File: config.mk
export PLATFORM = sky130hd
export DESIGN_NAME = flash_cmd_core
export DESIGN_NICKNAME = d
export VERILOG_FILES = /design/src/rtl/flash_cmd_pkg.sv /design/src/rtl/flash_seq_decoder.sv /design/src/rtl/flash_busy_timer.sv /design/src/rtl/flash_byte_array.sv /design/src/rtl/flash_cmd_core.sv
export SDC_FILE = /design/constraint.sdc
export NUM_CORES = 1
export LEC_CHECK = 0
export BUFFER_PORTS_ARGS = -buffer_cell sky130_fd_sc_hd__clkbuf_2
export CAP_MARGIN = 20
export CELL_PAD_IN_SITES_DETAIL_PLACEMENT = 1
export CELL_PAD_IN_SITES_GLOBAL_PLACEMENT = 1
export CORE_UTILIZATION = 40
export CTS_CLUSTER_SIZE = 28
export DETAILED_ROUTE_END_ITERATION = 7
export GPL_TIMING_DRIVEN = 0
export PLACE_DENSITY_LB_ADDON = 0.15
export SETUP_SLACK_MARGIN = 0.3
export SYNTH_ARGS = -nofsm -noshare
export SYNTH_HDL_FRONTEND = slang
export SYNTH_SLANG_ARGS = --single-unit
File: constraint.sdc
create_clock -name clk -period 2.4 [get_ports clk]
set_input_delay 0.48 -clock clk [delete_from_list [all_inputs] [get_ports clk]]
set_output_delay 0.48 -clock clk [all_outputs]
set_load 0.03 [all_outputs]
File: src/rtl/flash_cmd_pkg.sv
package flash_cmd_pkg;

    typedef enum logic [2:0] {
        SEQ_IDLE,
        SEQ_UNL1,
        SEQ_UNL2,
        SEQ_PGM_DATA,
        SEQ_ERS3,
        SEQ_ERS4,
        SEQ_ERS5
    } seq_state_e;

    typedef enum logic [1:0] {
        OP_NONE,
        OP_PROG,
        OP_SECT,
        OP_CHIP
    } op_e;

    localparam int          UNL_W     = 15;
    localparam logic [14:0] ADR_FIRST = 15'h5555;
    localparam logic [14:0] ADR_SECOND = 15'h2AAA;

    localparam logic [7:0] CODE_UNL_A  = 8'hAA;
    localparam logic [7:0] CODE_UNL_B  = 8'h55;
    localparam logic [7:0] CODE_PROG   = 8'hA0;
    localparam logic [7:0] CODE_ERASE  = 8'h80;
    localparam logic [7:0] CODE_CHIP   = 8'h10;
    localparam logic [7:0] CODE_SECT   = 8'h30;
    localparam logic [7:0] CODE_ID_IN  = 8'h90;
    localparam logic [7:0] CODE_ID_OUT = 8'hF0;

    localparam logic [7:0] ID_MAKER = 8'hBF;
    localparam logic [7:0] ID_PART  = 8'hB7;

endpackage

File: src/rtl/flash_seq_decoder.sv
module flash_seq_decoder
    import flash_cmd_pkg::*;
#(
    parameter int ADDR_W = 15
) (
    input  logic              clk,
    input  logic              rst_n,
    input  logic              wr_en,
    input  logic              busy,
    input  logic [ADDR_W-1:0] addr,
    input  logic [7:0]        data,
    output op_e               op_start,
    output logic              id_mode,
    output seq_state_e        state
);

    seq_state_e state_nxt;
    logic       id_nxt;
    logic       at_first;
    logic       at_second;

    assign at_first  = (addr[UNL_W-1:0] == ADR_FIRST);
    assign at_second = (addr[UNL_W-1:0] == ADR_SECOND);

    // state register
    always_ff @(posedge clk or negedge rst_n) begin
        if (!rst_n) begin
            state   <= SEQ_IDLE;
            id_mode <= 1'b0;
        end else begin
            state   <= state_nxt;
            id_mode <= id_nxt;
        end
    end

    // next state and outputs
    always_comb begin
        state_nxt = state;
        id_nxt    = id_mode;
        op_start  = OP_NONE;
        if (wr_en && !busy) begin
            if (state != SEQ_PGM_DATA && data == CODE_ID_OUT) begin
                state_nxt = SEQ_IDLE;
                id_nxt    = 1'b0;
            end else begin
                state_nxt = SEQ_IDLE;
                unique case (state)
                    SEQ_IDLE: begin
                        if (data == CODE_UNL_A && at_first) state_nxt = SEQ_UNL1;
                    end
                    SEQ_UNL1: begin
                        if (data == CODE_UNL_B && at_second) state_nxt = SEQ_UNL2;
                    end
                    SEQ_UNL2: begin
                        if (at_first) begin
                            if (data == CODE_PROG)  state_nxt = SEQ_PGM_DATA;
                            if (data == CODE_ERASE) state_nxt = SEQ_ERS3;
                            if (data == CODE_ID_IN) id_nxt    = 1'b1;
                        end
                    end
                    SEQ_PGM_DATA: begin
                        op_start = OP_PROG;
                    end
                    SEQ_ERS3: begin
                        if (data == CODE_UNL_A && at_first) state_nxt = SEQ_ERS4;
                    end
                    SEQ_ERS4: begin
                        if (data == CODE_UNL_B && at_second) state_nxt = SEQ_ERS5;
                    end
                    SEQ_ERS5: begin
                        if (data == CODE_CHIP && at_first) op_start = OP_CHIP;
                        else if (data == CODE_SECT)        op_start = OP_SECT;
                    end
                    default: state_nxt = SEQ_IDLE;
                endcase
            end
        end
    end

endmodule

File: src/rtl/flash_busy_timer.sv
module flash_busy_timer
    import flash_cmd_pkg::*;
#(
    parameter int PROG_CYC       = 5,
    parameter int SECT_ERASE_CYC = 12,
    parameter int CHIP_ERASE_CYC = 20
) (
    input  logic clk,
    input  logic rst_n,
    input  op_e  op_start,
    output logic busy
);

    localparam int MAX_A  = (PROG_CYC > SECT_ERASE_CYC) ? PROG_CYC : SECT_ERASE_CYC;
    localparam int MAX_C  = (MAX_A > CHIP_ERASE_CYC) ? MAX_A : CHIP_ERASE_CYC;
    localparam int CNT_W  = $clog2(MAX_C + 1);

    logic [CNT_W-1:0] cnt_q;

    always_ff @(posedge clk or negedge rst_n) begin
        if (!rst_n) begin
            cnt_q <= '0;
        end else begin
            unique case (op_start)
                OP_PROG: cnt_q <= CNT_W'(PROG_CYC);
                OP_SECT: cnt_q <= CNT_W'(SECT_ERASE_CYC);
                OP_CHIP: cnt_q <= CNT_W'(CHIP_ERASE_CYC);
                OP_NONE: if (cnt_q != '0) cnt_q <= cnt_q - 1'b1;
                default: cnt_q <= cnt_q;
            endcase
        end
    end

    assign busy = (cnt_q != '0);

endmodule

File: src/rtl/flash_byte_array.sv
module flash_byte_array
    import flash_cmd_pkg::*;
#(
    parameter int IDX_W  = 6,
    parameter int SOFF_W = 4
) (
    input  logic             clk,
    input  logic             rst_n,
    input  op_e              op_start,
    input  logic [IDX_W-1:0] wr_idx,
    input  logic [7:0]       wr_byte,
    input  logic [IDX_W-1:0] rd_idx,
    output logic [7:0]       rd_byte
);

    localparam int DEPTH = 1 << IDX_W;

    logic [DEPTH*8-1:0] flat;

    for (genvar gi = 0; gi < DEPTH; gi++) begin : g_word
        localparam logic [IDX_W-1:0] MY_IDX = IDX_W'(gi);
        logic [7:0] word_q;
        logic       sect_hit;

        assign sect_hit = (MY_IDX[IDX_W-1:SOFF_W] == wr_idx[IDX_W-1:SOFF_W]);

        always_ff @(posedge clk or negedge rst_n) begin
            if (!rst_n) begin
                word_q <= 8'hFF;
            end else if (op_start == OP_CHIP || (op_start == OP_SECT && sect_hit)) begin
                word_q <= 8'hFF;
            end else if (op_start == OP_PROG && wr_idx == MY_IDX) begin
                word_q <= word_q & wr_byte;
            end
        end

        assign flat[gi*8 +: 8] = word_q;
    end

    assign rd_byte = flat[rd_idx*8 +: 8];

endmodule

File: src/rtl/flash_cmd_core.sv
module flash_cmd_core
    import flash_cmd_pkg::*;
#(
    parameter int ADDR_W         = 15,
    parameter int IDX_W          = 6,
    parameter int SOFF_W         = 4,
    parameter int PROG_CYC       = 5,
    parameter int SECT_ERASE_CYC = 12,
    parameter int CHIP_ERASE_CYC = 20
) (
    input  logic              clk,
    input  logic              rst_n,
    input  logic              wr_en,
    input  logic              rd_en,
    input  logic [ADDR_W-1:0] addr,
    input  logic [7:0]        wr_data,
    output logic [7:0]        rd_data
);

    localparam int MAX_A        = (PROG_CYC > SECT_ERASE_CYC) ? PROG_CYC : SECT_ERASE_CYC;
    localparam int MAX_BUSY_CYC = (MAX_A > CHIP_ERASE_CYC) ? MAX_A : CHIP_ERASE_CYC;

    op_e        op_start;
    logic       busy;
    logic       id_mode;
    seq_state_e seq_state;
    logic [7:0] arr_byte;
    logic       st7_q;
    logic       tog_q;

    flash_seq_decoder #(.ADDR_W(ADDR_W)) u_dec (
        .clk      (clk),
        .rst_n    (rst_n),
        .wr_en    (wr_en),
        .busy     (busy),
        .addr     (addr),
        .data     (wr_data),
        .op_start (op_start),
        .id_mode  (id_mode),
        .state    (seq_state)
    );

    flash_busy_timer #(
        .PROG_CYC       (PROG_CYC),
        .SECT_ERASE_CYC (SECT_ERASE_CYC),
        .CHIP_ERASE_CYC (CHIP_ERASE_CYC)
    ) u_tmr (
        .clk      (clk),
        .rst_n    (rst_n),
        .op_start (op_start),
        .busy     (busy)
    );

    flash_byte_array #(.IDX_W(IDX_W), .SOFF_W(SOFF_W)) u_arr (
        .clk      (clk),
        .rst_n    (rst_n),
        .op_start (op_start),
        .wr_idx   (addr[IDX_W-1:0]),
        .wr_byte  (wr_data),
        .rd_idx   (addr[IDX_W-1:0]),
        .rd_byte  (arr_byte)
    );

    // read path and status bits
    always_ff @(posedge clk or negedge rst_n) begin
        if (!rst_n) begin
            rd_data <= 8'h00;
            st7_q   <= 1'b0;
            tog_q   <= 1'b0;
        end else begin
            if (op_start != OP_NONE) begin
                tog_q <= 1'b0;
                st7_q <= (op_start == OP_PROG) ? ~wr_data[7] : 1'b0;
            end
            if (rd_en && !wr_en) begin
                if (busy) begin
                    rd_data <= {st7_q, tog_q, 6'b0};
                    tog_q   <= ~tog_q;
                end else if (id_mode) begin
                    rd_data <= addr[0] ? ID_PART : ID_MAKER;
                end else begin
                    rd_data <= arr_byte;
                end
            end
        end
    end

endmodule

==> results of run 1 <==
flip-flops by register name (all words and copies together), names as in the netlist:
| register | cells |
|---|---|
| tog_q | 1 |
| u_dec.id_mode | 1 |
| st7_q | 1 |
| u_arr.g_word.word_q | 512 |
| u_tmr.cnt_q | 5 |
| rd_data | 8 |
| u_dec.state | 3 |
cells in the mapped netlist, drive strengths merged, types with 3 or more instances:
cell type and number:
clkbuf 83, nand4 7, o221ai 3, and4 3, and2 4, a21oi 38
nor2 31, or2 35, dfrtp 19, buf 107, inv 5, nand2b 49
nand3 18, and3 3, a31oi 7, o211ai 4, nor2b 10, or3 58
nor4b 3, nor3 15, nand4b 3, o22ai 9, nand2 554, a22oi 33
dfstp 512, mux2i 60, o21ai 532, mux4 105, nor4 5
power groups by stage:
stage                     clock, W  combinational (W)  sequential (W)
after global placement           0            0.00115         0.00915
after detailed placement         0            0.00119         0.00916
after global routing       0.00982            0.00140         0.00903
final                      0.00951            0.00137         0.00904
after CTS                  0.00951            0.00127         0.00904
after floorplan                  0           0.000459         0.00918
final timing paths:
path | endpoint | cells past startpoint | slack (ns)
setup / recovery | u_arr.g_word[38].word_q[2] | 13 | 0.05
hold / removal | u_arr.g_word[33].word_q[2] | 1 | 0.20
setup reg to reg | u_arr.g_word[38].word_q[2] | 13 | 0.05
hold reg to reg | u_arr.g_word[62].word_q[5] | 2 | 0.46
max in group asynchronous | u_arr.g_word[5].word_q[6] | 3 | 1.15
min in group clk | u_tmr.cnt_q[4] | 4 | 0.26
metrics by stage:
step,cells,power [W]
3_3_place_gp,3222,0.01030
3_5_place_dp,3228,0.01035
2_1_floorplan,2343,0.009642
4_1_cts,3388,0.01981
5_1_grt,3430,0.02025
6_report,3434,0.01992
what timing repair did:
action,CTS,global route
cloned,26,18
setup endpoints to repair,531,527
buffers inserted,22,24
pin swaps,9,61
resized for setup,513,329
metal layers:
metal,wire length (µm),global-route usage [%],up-vias
met3,15400,11.61,459
met5,13,0,-
met4,10220,26.82,2
met1,51870,54.74,11896
li1,-,-,8678
met2,57270,59.24,1510
final cells by class:
class,count,area (µm²)
inverters,6,27.53
fillers,6546,30510
repair buffers,129,1783
flip-flops and latches,531,13930
well taps,846,1059
plain buffers,189,2495
multi-input cells,1616,11160
clock inverters,19,211.5
clock buffers,93,1777
diodes,5,12.51
worst max-delay path, stage by stage, from the launching register on:
cell,delay [ns]
dfrtp_1,0.39
inv_2,0.09
ha_4,0.13
nor4b_4,0.17
buf_4,0.17
nand2_4,0.07
nor2_4,0.14
buf_12,0.15
buf_6,0.12
nand2_8,0.10
buf_16,0.20
clkbuf_16,0.18
o21ai_0,0.25
nand2_1,0.11
logic make-up after synthesis:
family                   count (synthesis)  share of synthesized area, %
AO/OA/AOI/OAI                          641                         13.70
AND/OR/NAND/NOR                        806                         14.45
multiplexers                           167                         11.75
flip-flops                             531                         54.78
buffers and inverters                  196                         5.236
adder cells (fa/ha/maj)                  1                       0.04920
XOR/XNOR                                 1                       0.03445
==> results summary, run 1 <==
The number of global-route vias before repair is 22724. In this run the tightest slew margin relative to its limit is 16.71%. TritonCTS created 60 clock buffers. STA classifies the critical path startpoint as a flip-flop. TritonCTS built the clock tree.

Measured on the finished design, the core utilization comes to 51.54%. The number of top-level pins is 35. The final global-route overflow total is 0. The portion of total power attributed to combinational logic came out at 6.9%. The clock share of power is 47.7%.

The register share of total power is roughly 45%. The per-cell via count in the routed design came out at 6.565. The worst clock skew came out at 0.03655 ns. The floorplan step set the die height to 254.1 µm. Dividing total power by cell area gives a power density of approximately 600 nW/µm².

The number of search-and-repair iterations in the first detailed-routing pass came out at 5. The fmax is 0.4251 GHz. Max-cap violations in this run came to 0. For the pin with the worst max-slew slack, the measured transition is 1.249 ns.

The setup TNS came out at 0 ns. The number of antenna violations at the first check in global routing is 6. The x dimension of the die is 254.1 µm. The clock tree buffer depth is 3. The path category of the worst min-delay check is in -> async. Counting I/O delays and the setup requirement, the final critical path takes 2.352 ns.

The initial detailed-routing violation count is 2856. The largest fanout on the critical path came out at 7. In the layout the commonest cells are nand2_1, dfstp_2, o21ai_1, o21ai_0, o21ai_2. The clock-pin slew reported for the worst setup and hold paths after clock tree synthesis came out at 0.06 ns. The total wire length came out at 134800 µm.

The post-route worst hold slack came out at 0.2038 ns. The post-route DRC violation count came out at 0. Counting every instance in the synthesized netlist gives 2343. The average wire per standard cell is 39.25 µm. The net count of the finished layout came out at around 2600.

The clock latency of the later-clocked register in the worst-skew pair is 0.67 ns. The core area came out at ~63000 µm². The startpoint of the most critical register-to-register path is u_tmr.cnt_q[0].

The count of buffers from port buffering is 33. The final design instance area without fill is 32450 µm². The layout overhead on the synthesized area is 27.64%. The area enclosed by the die boundary came out at 64580 µm². The final antenna-violating net count came out at 0. The standby leakage power is ~15 nW. The starting utilization of the core area came out at 40.38%. The overall routing resource usage came out at 41.32%. The worst-case IR drop observed on VDD is 0.0006384 V. The placement-stage worst setup slack came out at -1.399 ns. After layout, the worst path uses 98.02% of the clock period.

The maximum number of pins on one net before global-route repair is 120. In this run the worst setup path begins at u_tmr.cnt_q[0]. Setup repair after global routing could not meet its margin everywhere.

The half-perimeter wire length of the detailed placement result is 87830 µm. In this run switching power makes up approximately 26% of total power. Cells with a size suffix above 1 make up between 40% and 50% of the layout. The root buffer cell chosen for the clock tree is clkbuf_16. The hold violation total from the final report is 0.

Among all flip-flop cells after synthesis, the most frequent one is dfstp_2. The synthesized netlist occupies a cell area of 25430 µm². The total number of placement rows is 92. After synthesis, flip-flops and latches occupy 54.78% of the total area. The final RePlAce weighted congestion is 0.9963. The internal power of the cells came out at 0.01478 W. The critical path in this run is classified as reg -> reg.

The synthesized design contains 0 enable-type register cells. The synthesized netlist net count came out at 2371. The clock tree synthesis step divided the H-tree into 2 levels. The flow ran to the end, and the final reports show no timing, DRC or antenna violations. The count of different cell masters after synthesis came out at 63. The worst setup path is captured at a flip-flop. The number of pins with negative max-slew slack in the final report is 0. The tree built by TritonCTS fans out to 531 sinks. The synthesized design contains 531 register bits.

The mean instance size in the synthesized netlist came out at 10.85 µm². By area the synthesized netlist is led by dfstp_2, mux4_2, o21ai_0, nand2_1, buf_6. Of all cell types, the one taking the most synthesized area is dfstp_2. Leaving out fill and tap cells, the most frequent cell in the layout is nand2_1. After synthesis, the share of flip-flops with an asynchronous set or reset is 100.0%. The net switching power of the design came out at 0.005135 W. STA puts the critical path data arrival time at 2.94 ns. The number of buffers inserted for hold repair after clock tree synthesis is 0. Setup violations remaining at the end of the flow were counted as 0.

The required arrival time at the worst endpoint is 2.99 ns. Across all layers, the routed design uses 22545 vias. The Yosys warning count is 0. The minimum setup slack in the final design is 0.04751 ns.

The share of synthesized area in the top cell type comes to 52.91%. The wire length of the first global-routing pass came out at about 180000 µm. The total placed instance area came out at 26810 µm².
Note: power is estimated with default switching activity, not from simulation.
==> run 2, diff against run 1 <==
--- a/config.mk
+++ b/config.mk
@@ -9,7 +9,7 @@
 export CAP_MARGIN = 20
 export CELL_PAD_IN_SITES_DETAIL_PLACEMENT = 1
 export CELL_PAD_IN_SITES_GLOBAL_PLACEMENT = 1
-export CORE_UTILIZATION = 40
+export CORE_UTILIZATION = 30
 export CTS_CLUSTER_SIZE = 28
 export DETAILED_ROUTE_END_ITERATION = 7
 export GPL_TIMING_DRIVEN = 0
==> results summary, run 2 (same netlist as run 1, synthesis figures left out) <==
The number of search-and-repair iterations in the first detailed-routing pass came out at 5. The number of top-level pins came out at 35. Summing all placed instances gives a cell area of around 27000 µm². The number of buffers inserted for hold repair after clock tree synthesis came out at 0.

At the worst endpoint, the arrival time is 2.83 ns. The number of pins with negative max-slew slack in the final report was 0. The number of vias after detailed routing is between 20000 and 25000. The net count of the finished layout came out at 2526.

Setup repair after global routing could not meet its margin everywhere. The tree is rooted in a clkbuf_16. More flip-flops sit in one register than any other, and that register is u_arr.g_word.word_q. The first routing iteration left 2199 violations. The most prevalent standard cell on the critical path is buf_4. Across the run, the number of max-cap violations was 0. The worst path uses 98.22% of the clock period. The wire length of the first global-routing pass came out at around 180000 µm. The final antenna-violating net count came out at 0. The number of endpoints failing setup at the final stage came out at 0. Global routing consumed, over all layers together, 31.13% of the routing resources. STA classifies the critical path startpoint as an input pin. Entering global routing, the biggest net connects 115 pins. The number of antenna violations at the first check in global routing came out at 6.

The clock tree buffer depth is 3. The per-cell via count in the routed design is roughly 6. The floorplan has approximately 110 rows.

For the worst-skew pair, the clock arrives at the later sink with an insertion delay of 0.62 ns. The total clock sinks came out at between 500 and 600. The total wire length came out at roughly 130000 µm.

For the worst flop-to-flop path, the logic depth is 13. The setup path with the least slack is of type in -> reg. The final global-route overflow total came out at 0. The fmax is 0.4242 GHz.

Of the cells placed in the final design, the portion with a size suffix greater than 1 is 44.88%. In this run the worst hold path is classified as in -> async. The number of levels in the clock H-tree came out at 3. The flip-flop count of the largest register after layout is 512. The clock-pin slew reported for the worst setup and hold paths after clock tree synthesis is 0.06 ns. Headroom to the max-slew limit came out at 22.15%. The die is around 300 µm wide. The height of the chip is 293.1 µm. The worst clock skew came out at around 0.027 ns. The hold violation total from the final report is 0.

The power per cell area came out at roughly 660 nW/µm². The layout overhead on the synthesized area came out at 23.53%. The largest stage delay on the critical path came out at 0.39 ns. The congestion estimate from routability-driven global placement came to between 0.9 and 1.

The flow ran to the end, and the final reports show no timing, DRC or antenna violations. The clock tree from TritonCTS is yes. The transition time at the pin with the least slew margin came out at ~1.2 ns. The slowest stage of the critical path is the buf_4 cell.

The area enclosed by the die boundary came out at 85920 µm². The library cells used most frequently in the layout, excluding fill and tap cells, are nand2_1, dfstp_2, o21ai_0, o21ai_1, mux4_2. For this run, design rule violations remaining after detail routing come to 0. Input and output buffers added on the ports amount to 33. STA classifies the critical path endpoint as a flip-flop. Summing all non-filler instances in the final layout gives an area of around 31000 µm². Leaving out fill and tap cells, the most frequent cell in the layout is nand2_1. The largest fanout on the critical path is 10. The number of buffers created by CTS is 66.

The number of global-route vias before repair came out at 21887. The worst IR drop on VDD came out at 0.0004891 V. In the final layout, the registers with the most flip-flops are u_arr.g_word.word_q (512), rd_data (8), u_tmr.cnt_q (5). The half-perimeter wire length of the detailed placement result came out at between 90000 and 100000 µm. The required arrival time at the worst endpoint came out at between 2 and 3 ns.

The average wire per standard cell is 36.39 µm. The analysis attributes to cell leakage a power of 14.27 nW. The signal on the critical path passes through clkbuf_2 > buf_4 > buf_4 > buf_4 > mux2i_4 > o21ai_0 > nor3_1 > a21oi_1. The core area came out at between 80000 and 90000 µm². The starting utilization of the core area came out at between 30% and 40%. The final critical-path required period came out at ~2.4 ns.

Cells fill 37.47% of the core in the end.
==> run 2: cell count changes in the layout (fill, tap and decap cells not counted), moves of 14 or more <==
| cell | before | now |
|---|---|---|
| buf_6 | 62 | 76 |
| o21ai_1 | 203 | 147 |
| nand2_1 | 534 | 550 |
| o21ai_0 | 169 | 312 |
| o21ai_2 | 147 | 71 |
| clkbuf_16 | 116 | 90 |
==> run 2: cell type report <==
cell class | count | area [µm²]
Fill cell | 9135 | 52410
Sequential cell | 531 | 13930
Multi-Input combinational cell | 1616 | 10690
Tap cell | 1134 | 1419
Clock buffer | 102 | 2013
Buffer | 190 | 2260
Antenna cell | 1 | 2.502
Inverter | 6 | 35.03
Timing Repair Buffer | 87 | 925.9
Clock inverter | 15 | 128.9
==> run 2: metrics by stage <==
stage	total power, W	hold WS (ns)	setup slack, ns	instances	TNS, ns
floorplan	0.009642	0.1844	0.3152	2343	0
global placement	0.01032	0.4449	-11.37	3510	-4456.01
detailed placement	0.01038	0.4541	-1.479	3522	-439.01
CTS	0.02064	0.01666	0.1418	3663	0
global route	0.02103	0.08334	0.008822	3681	0
finish	0.02059	0.04603	0.04279	3682	0
==> run 2: path summary, 6_finish.rpt <==
check | from | endpoint | slack [ns]
max | addr[3] | rd_data[4] | 0.04
max in group asynchronous | rst_n | u_arr.g_word[9].word_q[7] | 0.73
min | rst_n | rd_data[0] | 0.05
max reg2reg | u_tmr.cnt_q[0] | u_arr.g_word[62].word_q[5] | 0.07
min in group clk | wr_data[1] | u_dec.id_mode | 0.30
min reg2reg | u_arr.g_word[58].word_q[2] | u_arr.g_word[58].word_q[2] | 0.46
==> run 2: worst max-delay path: cells and delay by family <==
family,cells,cell delay (ns)
and+or+nand+nor,1,0.33
buffers and inverters,4,1.37
muxes,1,0.36
AOI/OAI and AO/OA,2,0.23
==> run 2: report_power, final <==
group,total (W),internal [W],leakage [nW],switching (W)
clock,0.0102,0.00598,1.06,0.00418
combinational,0.00140,0.000375,7.67,0.00102
sequential,0.00903,0.00902,5.53,0.0000130
total,0.0206,0.0154,14.3,0.00521
==> run 2: routing by layer <==
metal  global-route usage [%]  wire length, µm  up-vias
met1                    43.54            58290    11691
met5                        0               23        -
li1                         -                -     8557
met3                    5.908            10610      276
met4                    12.76             6162        4
met2                    47.18            58920     1113
==> run 2: repair_timing <==
action                     in CTS  in global routing
setup buffers                  21                 14
gates cloned                    3                  4
setup endpoints to repair     531                526
pin swaps                      23                 11
resized for setup             356                171
==> run 3, diff against run 2 <==
--- a/config.mk
+++ b/config.mk
@@ -10,6 +10,7 @@
 export CELL_PAD_IN_SITES_DETAIL_PLACEMENT = 1
 export CELL_PAD_IN_SITES_GLOBAL_PLACEMENT = 1
 export CORE_UTILIZATION = 30
+export CTS_BUF_LIST = sky130_fd_sc_hd__clkbuf_4 sky130_fd_sc_hd__clkbuf_8
 export CTS_CLUSTER_SIZE = 28
 export DETAILED_ROUTE_END_ITERATION = 7
 export GPL_TIMING_DRIVEN = 0
==> results summary, run 3 (same netlist as run 1, synthesis figures left out) <==
The per-cell via count in the routed design is 5.818. The number of global-route vias before repair came out at 22090. Global routing finished with a remaining overflow of 0. The detailed router finished its first iteration with 2272 violations.

Walking the worst path, the cells encountered are buf_4 > buf_6 > buf_4 > mux2i_1 > a22oi_1 > nand4_1 > o21ai_0 > a31oi_1 > a41oi_1. The most common cell after layout, fill and taps aside is nand2_1. The number of levels in the clock H-tree is 3. The first global-routing pass estimated 184500 µm of wire. The x dimension of the die is about 290 µm.

The post-route DRC violation count came out at 0. The power per cell area came out at around 630 nW/µm². The worst pin sits at a relative slew slack of around a fifth. The transition time at the pin with the least slew margin is 1.218 ns. TritonCTS built the clock tree.

Broken down by cell family, the worst path's largest delay share belongs to buffers and inverters. After detailed routing, the average wire length per cell comes to 35.97 µm. The setup TNS came out at 0 ns.

The number of top-level pins came out at 35. The fmax came out at 0.4346 GHz. The count of buffers from port buffering came out at 33. The worst IR drop on VDD is 0.0003546 V. The element type at the critical path end is a flip-flop. The maximum number of pins on one net before global-route repair is 115. The total clock sinks is about 530. The worst clock skew came out at 0.03362 ns.

The number of pins with negative max-slew slack in the final report is 0. The area enclosed by the die boundary is 85920 µm². At the worst endpoint, the arrival time is about 2.9 ns. The flow ran to the end, and the final reports show no timing, DRC or antenna violations.

The kind of start point of the critical path is an input pin. The number of vias after detailed routing is 21807. At the later pin of the worst-skew pair, clock insertion delay measures 0.75 ns. The post-layout utilization of the core came out at 37.61%. The half-perimeter wire length of the detailed placement result came out at 94610 µm.

The flip-flop count of the largest register after layout is between 500 and 600. The hold violation total from the final report is 0. The number of antenna violations at the first check in global routing was 9.

The highest-delay cell along the critical path is mux2i_1. The core area came out at roughly 84000 µm². Setup repair after global routing could not meet its margin everywhere. The number of buffers created by CTS came out at 99. The critical path in this run is classified as in -> reg.

The share of layout cells above drive strength 1 came out at 48.66%. The design draws 0.01971 W. The clock period could shrink to approximately 2.3 ns. In the final layout, the registers with the most flip-flops are u_arr.g_word.word_q (512), rd_data (8), u_tmr.cnt_q (5).

The root buffer selected by CTS is clkbuf_8. Summed over all cells, the static leakage comes to 14.36 nW. The starting utilization of the core area came out at 30.33%. The final design instance area without fill came out at 31530 µm². The final antenna-violating net count is 0.

In this run the cell area measured after placement is 27240 µm². The total wire length came out at 134800 µm. The layout overhead on the synthesized area is 24.00%.

The overall routing resource usage came out at 31.23%. The post-route fraction of the period consumed by the critical path is between 90% and 100%. For this run, the post-layout net count is 2569. The number of placed instances, taps included came out at approximately 3500. The required arrival time at the worst endpoint came out at 2.98 ns. The reported max-cap violation count is 0. The final RePlAce weighted congestion came out at 0.9830. The total number of placement rows came out at roughly 110. The total buffers and inverters traversed by the critical path is 3. Counting flops per register, the top entry is u_arr.g_word.word_q. After filler insertion, the fill cell instance count of the layout stands at 9189. Leaving out filler cells and counting taps, the final layout contains 3748. The number of search-and-repair iterations in the first detailed-routing pass is 6. In this design, the critical path's most frequently occurring cell is buf_4.

The height of the chip is roughly 290 µm. The largest fanout on the critical path came out at 10. Setup violations remaining at the end of the flow were counted as 0. In the layout the commonest cells are nand2_1, dfstp_2, o21ai_0, o21ai_1, clkbuf_8. The largest stage delay on the critical path is 0.47 ns. The clock-pin slew reported for the worst setup and hold paths after clock tree synthesis is about 0.06 ns. The clock tree buffer depth is 3.

The min-delay analysis places its worst path in the category in -> reg.
-- run 3: changes by cell type in the layout (fill, tap and decap cells not counted), moves of 8 or more --
| cell | change |
|---|---|
| clkinv_2 | -8 |
| o21ai_2 | +48 |
| clkbuf_1 | -20 |
| clkbuf_16 | -74 |
| buf_4 | +10 |
| clkbuf_8 | +107 |
| o21ai_0 | -47 |
| clkbuf_4 | +37 |
-- run 3: worst paths after layout --
kind                                             from                          to  slack (ns)  depth (start not counted)
max                                           addr[1]                  rd_data[0]         0.1                          9
min                                        wr_data[1]               u_dec.id_mode        0.16                          4
max reg2reg                            u_tmr.cnt_q[1]  u_arr.g_word[54].word_q[4]        0.11                         13
min reg2reg                u_arr.g_word[55].word_q[6]  u_arr.g_word[55].word_q[6]        0.46                          2
max in group asynchronous                       rst_n  u_arr.g_word[49].word_q[7]        0.90                          3
min in group asynchronous                       rst_n  u_arr.g_word[43].word_q[2]        0.21                          1
-- run 3: cell type report --
type	count	area [µm²]	share of cell area, %
antenna	4	10.01	0.03175
buffer	190	2183	6.925
clock buffer	162	1973	6.258
clock inverter	8	55.05	0.1746
inverter	6	27.53	0.08731
multi-input combinational	1616	10880	34.52
sequential	531	13930	44.18
tap	1134	1419	4.500
timing repair buffer	97	1046	3.318
-- run 3: report_power, final --
group	switching, W	internal [W]	leakage (nW)
combinational	0.00102	0.000356	7.75
clock	0.00416	0.00514	1.09
sequential	0.0000131	0.00902	5.53
total	0.00520	0.0145	14.4
-- run 3: worst register-to-register path, delay by kind of cell, from the launching register on --
family	cells	cell delay (ns)
adders and majority gates	1	0.14
AOI/OAI and AO/OA	1	0.11
DFF	1	0.39
buffers and inverters	6	0.98
and+or+nand+nor	5	0.60
-- run 3: metrics by stage --
step	hold WS [ns]	setup slack [ns]
2_1_floorplan	0.1844	0.3152
3_3_place_gp	0.4449	-11.37
3_5_place_dp	0.4541	-1.479
4_1_cts	0.1485	0.1706
5_1_grt	0.2240	0.04135
6_report	0.1591	0.09900
-- run 3: layer usage --
metal	up-vias	global-route usage [%]	share of wire (%)
met3	264	6.634	8.3
met2	1120	47.40	44
met1	11751	43.31	43
met5	-	0	0.0096
li1	8670	-	-
met4	2	12.48	4.4
-- run 3: what timing repair did --
action	in CTS	in global routing
pin swaps	14	24
resized for setup	339	270
setup endpoints to repair	530	527
cloned	4	6
buffers inserted	12	29
hold buffers	1	0
hold endpoints to repair	11	0
